===== src/rtl/eif_pkg.sv =====
`timescale 1ns/1ps
package eif_pkg;

    // Per-line sense code; the encoding is visible on the sense_mode_i port.
    typedef enum logic [1:0] {
        SENSE_LOW  = 2'b00,
        SENSE_ANY  = 2'b01,
        SENSE_FALL = 2'b10,
        SENSE_RISE = 2'b11
    } sense_e;

    // Per-line flag state.
    typedef enum logic [1:0] {
        LN_CLEAR   = 2'b00,
        LN_PENDING = 2'b01,
        LN_LEVEL   = 2'b10
    } line_state_e;

endpackage


===== src/rtl/eif_sync.sv =====
`timescale 1ns/1ps
module eif_sync #(
    parameter int WIDTH  = 4,
    parameter int STAGES = 2
) (
    input  logic             clk_i,
    input  logic             rst_ni,
    input  logic [WIDTH-1:0] async_i,
    output logic [WIDTH-1:0] sync_o
);

    localparam int LAST = STAGES - 1;

    logic [WIDTH-1:0] stage_q [STAGES];

    always_ff @(posedge clk_i or negedge rst_ni) begin
        if (!rst_ni) begin
            for (int s = 0; s < STAGES; s++) begin
                stage_q[s] <= '0;
            end
        end else begin
            stage_q[0] <= async_i;
            for (int s = 1; s < STAGES; s++) begin
                stage_q[s] <= stage_q[s-1];
            end
        end
    end

    assign sync_o = stage_q[LAST];

endmodule


===== src/rtl/eif_event_detect.sv =====
`timescale 1ns/1ps
module eif_event_detect
    import eif_pkg::*;
#(
    parameter int NUM_LINES = 4
) (
    input  logic                   clk_i,
    input  logic                   rst_ni,
    input  logic [NUM_LINES-1:0]   sync_i,
    input  logic [2*NUM_LINES-1:0] mode_i,
    output logic [NUM_LINES-1:0]   event_o,
    output logic [NUM_LINES-1:0]   level_mode_o,
    output logic [NUM_LINES-1:0]   level_low_o
);

    logic [NUM_LINES-1:0] prev_q;

    // The previous synchronised sample is tracked in every mode, so a mode
    // change never produces a stale edge.
    always_ff @(posedge clk_i or negedge rst_ni) begin
        if (!rst_ni) begin
            prev_q <= '0;
        end else begin
            prev_q <= sync_i;
        end
    end

    for (genvar i = 0; i < NUM_LINES; i++) begin : g_line
        sense_e mode;
        logic   rise;
        logic   fall;

        assign mode = sense_e'(mode_i[2*i +: 2]);
        assign rise = sync_i[i] & ~prev_q[i];
        assign fall = ~sync_i[i] & prev_q[i];

        always_comb begin
            unique case (mode)
                SENSE_LOW:  event_o[i] = 1'b0;
                SENSE_ANY:  event_o[i] = rise | fall;
                SENSE_FALL: event_o[i] = fall;
                SENSE_RISE: event_o[i] = rise;
                default:    event_o[i] = 1'b0;
            endcase
        end

        assign level_mode_o[i] = (mode == SENSE_LOW);
        assign level_low_o[i]  = (mode == SENSE_LOW) & ~sync_i[i];
    end

endmodule


===== src/rtl/eif_line_fsm.sv =====
`timescale 1ns/1ps
module eif_line_fsm
    import eif_pkg::*;
(
    input  logic clk_i,
    input  logic rst_ni,
    input  logic level_mode_i,
    input  logic event_i,
    input  logic clear_i,
    output logic flag_o
);

    line_state_e state_q;
    line_state_e state_d;

    // State register.
    always_ff @(posedge clk_i or negedge rst_ni) begin
        if (!rst_ni) begin
            state_q <= LN_CLEAR;
        end else begin
            state_q <= state_d;
        end
    end

    // Transitions: enter_level, leave_level, evt_set, sw_hw_clear, hold.
    always_comb begin
        state_d = state_q;
        unique case (state_q)
            LN_LEVEL: begin
                if (!level_mode_i) begin
                    state_d = LN_CLEAR;        // leave_level
                end
            end
            LN_CLEAR: begin
                if (level_mode_i) begin
                    state_d = LN_LEVEL;        // enter_level
                end else if (event_i) begin
                    state_d = LN_PENDING;      // evt_set
                end
            end
            LN_PENDING: begin
                if (level_mode_i) begin
                    state_d = LN_LEVEL;        // enter_level
                end else if (!event_i && clear_i) begin
                    state_d = LN_CLEAR;        // sw_hw_clear (event wins)
                end
            end
            default: state_d = LN_CLEAR;
        endcase
    end

    // Outputs.
    always_comb begin
        unique case (state_q)
            LN_PENDING: flag_o = 1'b1;
            LN_CLEAR:   flag_o = 1'b0;
            LN_LEVEL:   flag_o = 1'b0;
            default:    flag_o = 1'b0;
        endcase
    end

endmodule


===== src/rtl/ext_irq_flags.sv =====
`timescale 1ns/1ps
module ext_irq_flags
    import eif_pkg::*;
#(
    parameter int NUM_LINES   = 4,
    parameter int REG_W       = 8,
    parameter int SYNC_STAGES = 2
) (
    input  logic                   clk_i,
    input  logic                   rst_ni,
    input  logic [NUM_LINES-1:0]   pin_i,
    input  logic [2*NUM_LINES-1:0] sense_mode_i,
    input  logic [NUM_LINES-1:0]   line_en_i,
    input  logic                   global_ie_i,
    input  logic                   bus_wr_i,
    input  logic [REG_W-1:0]       bus_wdata_i,
    output logic [REG_W-1:0]       bus_rdata_o,
    input  logic [NUM_LINES-1:0]   ack_i,
    output logic [NUM_LINES-1:0]   irq_req_o
);

    localparam int RSVD_W = REG_W - NUM_LINES;

    logic [NUM_LINES-1:0] pin_sync;
    logic [NUM_LINES-1:0] line_evt;
    logic [NUM_LINES-1:0] level_mode;
    logic [NUM_LINES-1:0] level_low;
    logic [NUM_LINES-1:0] flag;
    logic [NUM_LINES-1:0] clr;
    logic                 unused_wdata_hi;

    eif_sync #(
        .WIDTH  (NUM_LINES),
        .STAGES (SYNC_STAGES)
    ) u_sync (
        .clk_i   (clk_i),
        .rst_ni  (rst_ni),
        .async_i (pin_i),
        .sync_o  (pin_sync)
    );

    eif_event_detect #(
        .NUM_LINES (NUM_LINES)
    ) u_detect (
        .clk_i        (clk_i),
        .rst_ni       (rst_ni),
        .sync_i       (pin_sync),
        .mode_i       (sense_mode_i),
        .event_o      (line_evt),
        .level_mode_o (level_mode),
        .level_low_o  (level_low)
    );

    for (genvar i = 0; i < NUM_LINES; i++) begin : g_line
        assign clr[i] = ack_i[i] | (bus_wr_i & bus_wdata_i[i]);

        eif_line_fsm u_fsm (
            .clk_i        (clk_i),
            .rst_ni       (rst_ni),
            .level_mode_i (level_mode[i]),
            .event_i      (line_evt[i]),
            .clear_i      (clr[i]),
            .flag_o       (flag[i])
        );

        assign irq_req_o[i] = global_ie_i & line_en_i[i]
                            & (level_mode[i] ? level_low[i] : flag[i]);
    end

    assign bus_rdata_o     = {{RSVD_W{1'b0}}, flag};
    assign unused_wdata_hi = ^bus_wdata_i[REG_W-1:NUM_LINES];

endmodule


===== config.mk =====
export PLATFORM = sky130hd
export DESIGN_NAME = ext_irq_flags
export DESIGN_NICKNAME = d
export VERILOG_FILES = /design/src/rtl/eif_pkg.sv /design/src/rtl/eif_sync.sv /design/src/rtl/eif_event_detect.sv /design/src/rtl/eif_line_fsm.sv /design/src/rtl/ext_irq_flags.sv
export SDC_FILE = /design/constraint.sdc
export NUM_CORES = 1
export LEC_CHECK = 0
export BUFFER_PORTS_ARGS = -buffer_cell sky130_fd_sc_hd__buf_2
export CAP_MARGIN = 20
export CORE_UTILIZATION = 50
export DETAILED_ROUTE_END_ITERATION = 10
export PLACE_DENSITY = 0.83
export SLEW_MARGIN = 30
export SYNTH_ARGS = -nofsm -noshare
export SYNTH_HDL_FRONTEND = slang
export SYNTH_HIERARCHICAL = 1
export SYNTH_SLANG_ARGS = --single-unit

===== constraint.sdc =====
create_clock -name clk_i -period 2.6 [get_ports clk_i]
set_input_delay 0.13 -clock clk_i [delete_from_list [all_inputs] [get_ports clk_i]]
set_output_delay 0.13 -clock clk_i [all_outputs]
set_load 0.01 [all_outputs]

==> results of run 1 <==
-- worst max-delay path by stage --
stage                               start                                endpoint  slack, ns  cells past startpoint
2_1_floorplan  u_sync/sync_o[3]$_DFF_PN0_  g_line[3].u_fsm/state_q[0]$_DFFE_PN0P_       1.17                      5
3_3_place_gp   u_sync/sync_o[2]$_DFF_PN0_  g_line[2].u_fsm/state_q[0]$_DFFE_PN0P_       1.19                      5
3_5_place_dp   u_sync/sync_o[2]$_DFF_PN0_  g_line[2].u_fsm/state_q[0]$_DFFE_PN0P_       1.15                      5
4_1_cts        u_sync/sync_o[2]$_DFF_PN0_  g_line[2].u_fsm/state_q[0]$_DFFE_PN0P_       1.14                      5
5_1_grt        u_sync/sync_o[0]$_DFF_PN0_                            irq_req_o[0]       1.08                      4
6_report       u_sync/sync_o[2]$_DFF_PN0_  g_line[2].u_fsm/state_q[0]$_DFFE_PN0P_       1.16                      5
-- flip-flops by register name, indices dropped and copies added, names as in the netlist --
register              cells
g_line.u_fsm/state_q      8
u_sync/stage_q            4
u_detect/prev_q           4
u_sync/sync_o             4
-- cell families (layout without fill, tap and decap cells) --
| group | after synthesis | count (layout) |
|---|---|---|
| simple gates | 34 | 34 |
| flops | 20 | 20 |
| buf+inv | 16 | 52 |
| compound gates | 15 | 15 |
| fa+ha+maj | 8 | 8 |
| mux | 8 | 8 |
| other cells | 1 | 4 |
-- critical path, stage by stage, from the launching register on --
cell and delay, ns:
dfrtp_1 0.41, inv_1 0.06, ha_1 0.18, mux2_1 0.29, a22o_1 0.23, o21a_1 0.18
-- where the power goes --
| part | switching, mW | total (mW) | internal (mW) |
|---|---|---|---|
| clock | 0.0918 | 0.248 | 0.156 |
| combinational | 0.0498 | 0.104 | 0.0544 |
| sequential | 0.0116 | 0.341 | 0.329 |
-- metal layers --
metal | wire length, um | GRT usage, %
met1 | 782 | 21.1
met2 | 894 | 30.3
met4 | 9 | 10.0
met3 | 99 | 2.64
met5 | 0 | 0
-- final cells by class --
class | count | area share [%]
clock buffer | 3 | 1.71
inverter | 8 | 2.27
sequential | 20 | 37.9
clock inverter | 1 | 2.27
tap | 27 | 2.56
multi-input combinational | 69 | 36.2
timing repair buffer | 40 | 17.1
-- through the flow --
step | instances | hold slack (ns)
2_1_floorplan | 105 | -0.166
3_3_place_gp | 159 | 0.0939
3_5_place_dp | 159 | 0.0996
4_1_cts | 168 | 0.156
5_1_grt | 168 | 0.166
6_report | 168 | 0.173
-- cells in the mapped netlist --
master    number
ha_1           8
nand2b_1       3
nor3_1         4
nand2_1        4
o21a_1         4
a21o_1         4
a22o_1         2
mux2_1         2
inv_1          8
nor2b_1        9
mux2i_1        6
nor2_1        14
dfrtp_1       20
conb_1         1
buf_4          8
a32o_1         1
a21boi_0       4
==> impl_metrics.env, run 1 <==
export IMPL_synth_top_family_by_area="simple AND/OR/NAND/NOR gates"
export IMPL_post_drt_wl_per_cell_um=10.6
export IMPL_cts_setup_buffers=0
export IMPL_fmax_mhz=692
export IMPL_drv_slew=0
export IMPL_port_buffers=35
export IMPL_rsz0062_at_grt="no"
export IMPL_fin_area_mm2=0.00132
export IMPL_synth_fa_ha_area_share_pct=9.47
export IMPL_dieWidth_um=48.0
export IMPL_synthXorXnorAreaFrac_pct=0
export IMPL_r2r_end="g_line[2].u_fsm/state_q[0]$_DFFE_PN0P_"
export IMPL_final_hold_violation_count=0
export IMPL_syn2layout_area_growth_pct=24.9
export IMPL_final_common_cell="buf_2"
export IMPL_cts_path_max_buffers=2
export IMPL_postCtsHoldBufs=5
export IMPL_layout_common_cells="buf_2 (35), dfrtp_1 (20), nor2_1 (14)"
export IMPL_cts_root_buf="clkbuf_4"
export IMPL_postRouteAntennaNets=0
export IMPL_finalWirelength_mm=1.79
export IMPL_layout_drive_gt1_share_pct=27.7
export IMPL_dpl_cell_area_mm2=0.00122
export IMPL_cts_tree="done"
export IMPL_vias_per_cell=4.69
export IMPL_fin_tns_setup_ns=0
export IMPL_r2r_cells=5
export IMPL_htreeDepth=1
export IMPL_crit_type="reg2reg"
export IMPL_r2r_slack_ns=1.16
export IMPL_synth_area_mm2=0.00106
export IMPL_fin_ws_ns=1.16
export IMPL_setup_violations=0
export IMPL_die_height_um=48.0
export IMPL_muxShareOfSynthArea_pct=7.81
export IMPL_status="completed"
export IMPL_cts_buffers_inserted=3
export IMPL_synth_compound_gate_area_share_pct=11.1
export IMPL_drv_cap=0
export IMPL_irDropWorstVdd_mv=0.352
export IMPL_drt_iter0_markers=11
export IMPL_post_route_util_pct=66.6
export IMPL_cts_sinks=20
export IMPL_startpoint_type="register"
export IMPL_cellPowerDensity_mw_per_mm2=525
export IMPL_p_total_mw=0.693
export IMPL_core_mm2=0.00198
export IMPL_regArea_um2=500
export IMPL_grt_pass1_wl_mm=2.70
export IMPL_r2r_start="u_sync/sync_o[2]$_DFF_PN0_"
export IMPL_drtPass1Iterations=4
export IMPL_rows=16
export IMPL_cts_resized=0
export IMPL_dieArea_mm2=0.00230
export IMPL_fin_crit_ns=1.44
export IMPL_avgSynthCellArea_um2=10.4
export IMPL_track_usage_pct=17.7
export IMPL_hp_class="in2reg"
export IMPL_nNetsFinal=182
export IMPL_ys_warn_count=6
export IMPL_clock_skew_ns=0.00389
export IMPL_min_to="g_line[0].u_fsm/state_q[1]$_DFFE_PN0P_"
export IMPL_synth_simple_area_share_pct=15.4
export IMPL_multi_input_area_um2=478
export IMPL_synthDistinctLibCells=17
export IMPL_drc=0
export IMPL_hold_depth=3
export IMPL_grt_max_degree=21
export IMPL_hpwl_mm=1.42
export IMPL_grt_ovfl_total=0
export IMPL_worstSkewPairLatency_ns=0.30
export IMPL_crit_arrival_ns=1.64
export IMPL_synth_top_area_cell="dfrtp_1"
export IMPL_nFillCells=166
export IMPL_grt_pass1_vias=667
export IMPL_initial_core_util_pct=53.3
export IMPL_yosys_top_cells_area="dfrtp_1 (47%), ha_1 (9.5%), mux2i_1 (5.7%)"
export IMPL_antenna_found_initial=0
export IMPL_ioPinCount=44
export IMPL_worstPathMaxFanout=4
export IMPL_yosys_area_top_type_share_pct=47.3
export IMPL_synth_seq_cells=20
export IMPL_dr_total_vias=788
export IMPL_yosysSeqAreaShare_pct=47.3
export IMPL_netlist_instances=102
export IMPL_dp_slack_ns=1.15
export IMPL_cp_required_ns=2.80
export IMPL_end_kind="register"
export IMPL_diodes=0
export IMPL_gp_congestion=0.675
export IMPL_cts_clk_slew_worst_paths_ns=0.11
export IMPL_fin_crit_sh_pct=55.6
export IMPL_min_from="sense_mode_i[0]"
export IMPL_leakagePower_nw=0.712
Note: power is estimated with default switching activity, not from simulation.
==> inputs of run 2 (changes only) <==
--- a/config.mk
+++ b/config.mk
@@ -7,9 +7,9 @@
 export LEC_CHECK = 0
 export BUFFER_PORTS_ARGS = -buffer_cell sky130_fd_sc_hd__buf_2
 export CAP_MARGIN = 20
-export CORE_UTILIZATION = 50
+export CORE_UTILIZATION = 46
 export DETAILED_ROUTE_END_ITERATION = 10
-export PLACE_DENSITY = 0.83
+export PLACE_DENSITY = 0.77
 export SLEW_MARGIN = 30
 export SYNTH_ARGS = -nofsm -noshare
 export SYNTH_HDL_FRONTEND = slang
==> constraint.sdc (replaced) <==
create_clock -name clk_i -period 1.4 [get_ports clk_i]
set_input_delay 0.07 -clock clk_i [delete_from_list [all_inputs] [get_ports clk_i]]
set_output_delay 0.07 -clock clk_i [all_outputs]
set_load 0.01 [all_outputs]
==> impl_metrics.env, run 2 (synthesis results as in run 1) <==
export IMPL_worstSkewPairLatency_ns=0.29
export IMPL_postRouteAntennaNets=0
export IMPL_crit_type="reg2reg"
export IMPL_drv_cap=0
export IMPL_min_to="g_line[0].u_fsm/state_q[1]$_DFFE_PN0P_"
export IMPL_layout_common_cells="buf_2 (35), dfrtp_1 (20), nor2_1 (14)"
export IMPL_grt_pass1_wl_mm=3.13
export IMPL_cts_buffers_inserted=3
export IMPL_combPwrFrac_pct=17.4
export IMPL_dieWidth_um=49.9
export IMPL_stdcell_count=168
export IMPL_cts_path_max_buffers=2
export IMPL_track_usage_pct=16.4
export IMPL_largest_reg_flops=8
export IMPL_drtPass1Iterations=2
export IMPL_sw_frac_of_total_pct=24.6
export IMPL_end_kind="register"
export IMPL_layout_drive_gt1_share_pct=31.2
export IMPL_p_total_mw=1.16
export IMPL_top_register="g_line.u_fsm/state_q"
export IMPL_nNetsFinal=182
export IMPL_holdWs_ns=0.119
export IMPL_pwr_share_seq_pct=54.6
export IMPL_regArea_um2=500
export IMPL_fin_crit_ns=1.39
export IMPL_status="completed"
export IMPL_cts_root_buf="clkbuf_4"
export IMPL_p_int_mw=0.876
export IMPL_cts_sinks=20
export IMPL_cellPowerDensity_mw_per_mm2=879
export IMPL_fin_area_mm2=0.00132
export IMPL_cpPeakStageDelay_ns=0.42
export IMPL_leakagePower_nw=0.708
export IMPL_nFillCells=179
export IMPL_hold_depth=3
export IMPL_wl_met3_um=83
export IMPL_syn2layout_area_growth_pct=25.0
export IMPL_multi_input_area_um2=495
export IMPL_grt_ovfl_total=0
export IMPL_p_clk_share_pct=28.0
export IMPL_cp_slowest_cell="dfrtp_1"
export IMPL_vias_per_cell=4.89
export IMPL_rows=16
export IMPL_fin_tns_setup_ns=0
export IMPL_cts_clk_slew_worst_paths_ns=0.11
export IMPL_dr_total_vias=822
export IMPL_r2r_slack_ns=0.008
export IMPL_crit_arrival_ns=1.59
export IMPL_diodes=0
export IMPL_hp_class="in2reg"
export IMPL_core_mm2=0.00206
export IMPL_die_height_um=49.9
export IMPL_wl_met1_um=782
export IMPL_antenna_found_initial=0
export IMPL_top_layer="met4"
export IMPL_setup_violations=0
export IMPL_hpwl_mm=1.46
export IMPL_wl_met2_um=989
export IMPL_gp_congestion=0.753
export IMPL_initial_core_util_pct=51.3
export IMPL_grt_max_degree=21
export IMPL_r2r_cells=5
export IMPL_cp_required_ns=1.59
export IMPL_final_common_cell="buf_2"
export IMPL_ioPinCount=44
export IMPL_cts_tree="done"
export IMPL_startpoint_type="register"
export IMPL_post_drt_wl_per_cell_um=11.1
export IMPL_dpl_cell_area_mm2=0.00122
export IMPL_r2r_end="g_line[3].u_fsm/state_q[0]$_DFFE_PN0P_"
export IMPL_startpoint="u_sync/sync_o[3]$_DFF_PN0_"
export IMPL_port_buffers=35
export IMPL_irDropWorstVdd_mv=0.725
export IMPL_cts_setup_buffers=0
export IMPL_rsz0062_at_grt="yes"
export IMPL_worstPathMaxFanout=4
export IMPL_p_sw_mw=0.285
export IMPL_fmax_mhz=718
export IMPL_grt_pass1_vias=831
export IMPL_htreeDepth=1
export IMPL_dieArea_mm2=0.00249
export IMPL_finalWirelength_mm=1.87
export IMPL_drv_slew=0
export IMPL_drc=0
export IMPL_r2r_start="u_sync/sync_o[3]$_DFF_PN0_"
export IMPL_drt_iter0_markers=1
export IMPL_fin_crit_sh_pct=99.4
export IMPL_final_hold_violation_count=0
export IMPL_min_from="sense_mode_i[1]"
export IMPL_post_place_cells=159
export IMPL_clock_skew_ns=0.000255
export IMPL_crit_chain="inv_1 > ha_2 > mux2_4 > a22o_1 > o21a_1"
==> run 2: changes by cell type in the layout (fill, tap and decap cells not counted), sizes merged <==
cell	change
bufinv	-1
clkbuf	+1
==> run 2: per-layer routing <==
layer	GRT usage (%)	up-vias
met3	2.47	2
met1	18.3	391
li1	-	399
met2	31.1	30
met5	0	-
met4	5.24	0
==> run 2: how the worst max path moves through the flow <==
stage	endpoint	slack [ns]	cells after the start
finish	g_line[3].u_fsm/state_q[0]$_DFFE_PN0P_	0.008	5
global route	g_line[3].u_fsm/state_q[0]$_DFFE_PN0P_	-0.04	5
CTS	g_line[2].u_fsm/state_q[0]$_DFFE_PN0P_	0.001	5
detailed placement	g_line[3].u_fsm/state_q[0]$_DFFE_PN0P_	0.004	5
global placement	g_line[2].u_fsm/state_q[0]$_DFFE_PN0P_	0.04	5
floorplan	g_line[3].u_fsm/state_q[0]$_DFFE_PN0P_	0.03	5
==> run 2: timing repair <==
action	4_1_cts	5_1_grt
setup endpoints to repair	2	3
hold buffers	5	0
pin swaps	2	4
gates resized for setup	2	1
hold endpoints to repair	24	0
==> run 2: through the flow <==
stage | setup WS [ns] | util, %
2_1_floorplan | 0.0300 | -
3_3_place_gp | 0.0412 | 59.4
3_5_place_dp | 0.00431 | 59.4
4_1_cts | 0.00144 | 63.8
5_1_grt | -0.0416 | 64.1
6_report | 0.00820 | 64.1
==> run 2: critical path, delay by kind of cell, from the launching register on <==
kind	cells	cell delay [ns]
multiplexers	1	0.26
flip-flops	1	0.42
buffers and inverters	1	0.07
AO/OA/AOI/OAI	2	0.38
adder cells (fa/ha/maj)	1	0.17
==> run 2: final cells by class <==
class,instances,share of cell area [%]
inverter,8,2.27
sequential,20,37.9
multi-input combinational,69,37.5
clock buffer,4,2.75
tap,27,2.56
timing repair buffer,40,17.0
==> run 2: power groups by stage <==
stage	clock network, mW	registers [mW]	logic [mW]
floorplan	0	0.636	0.125
global placement	0	0.642	0.183
detailed placement	0	0.645	0.192
CTS	0.336	0.634	0.203
global route	0.350	0.639	0.226
finish	0.325	0.634	0.202
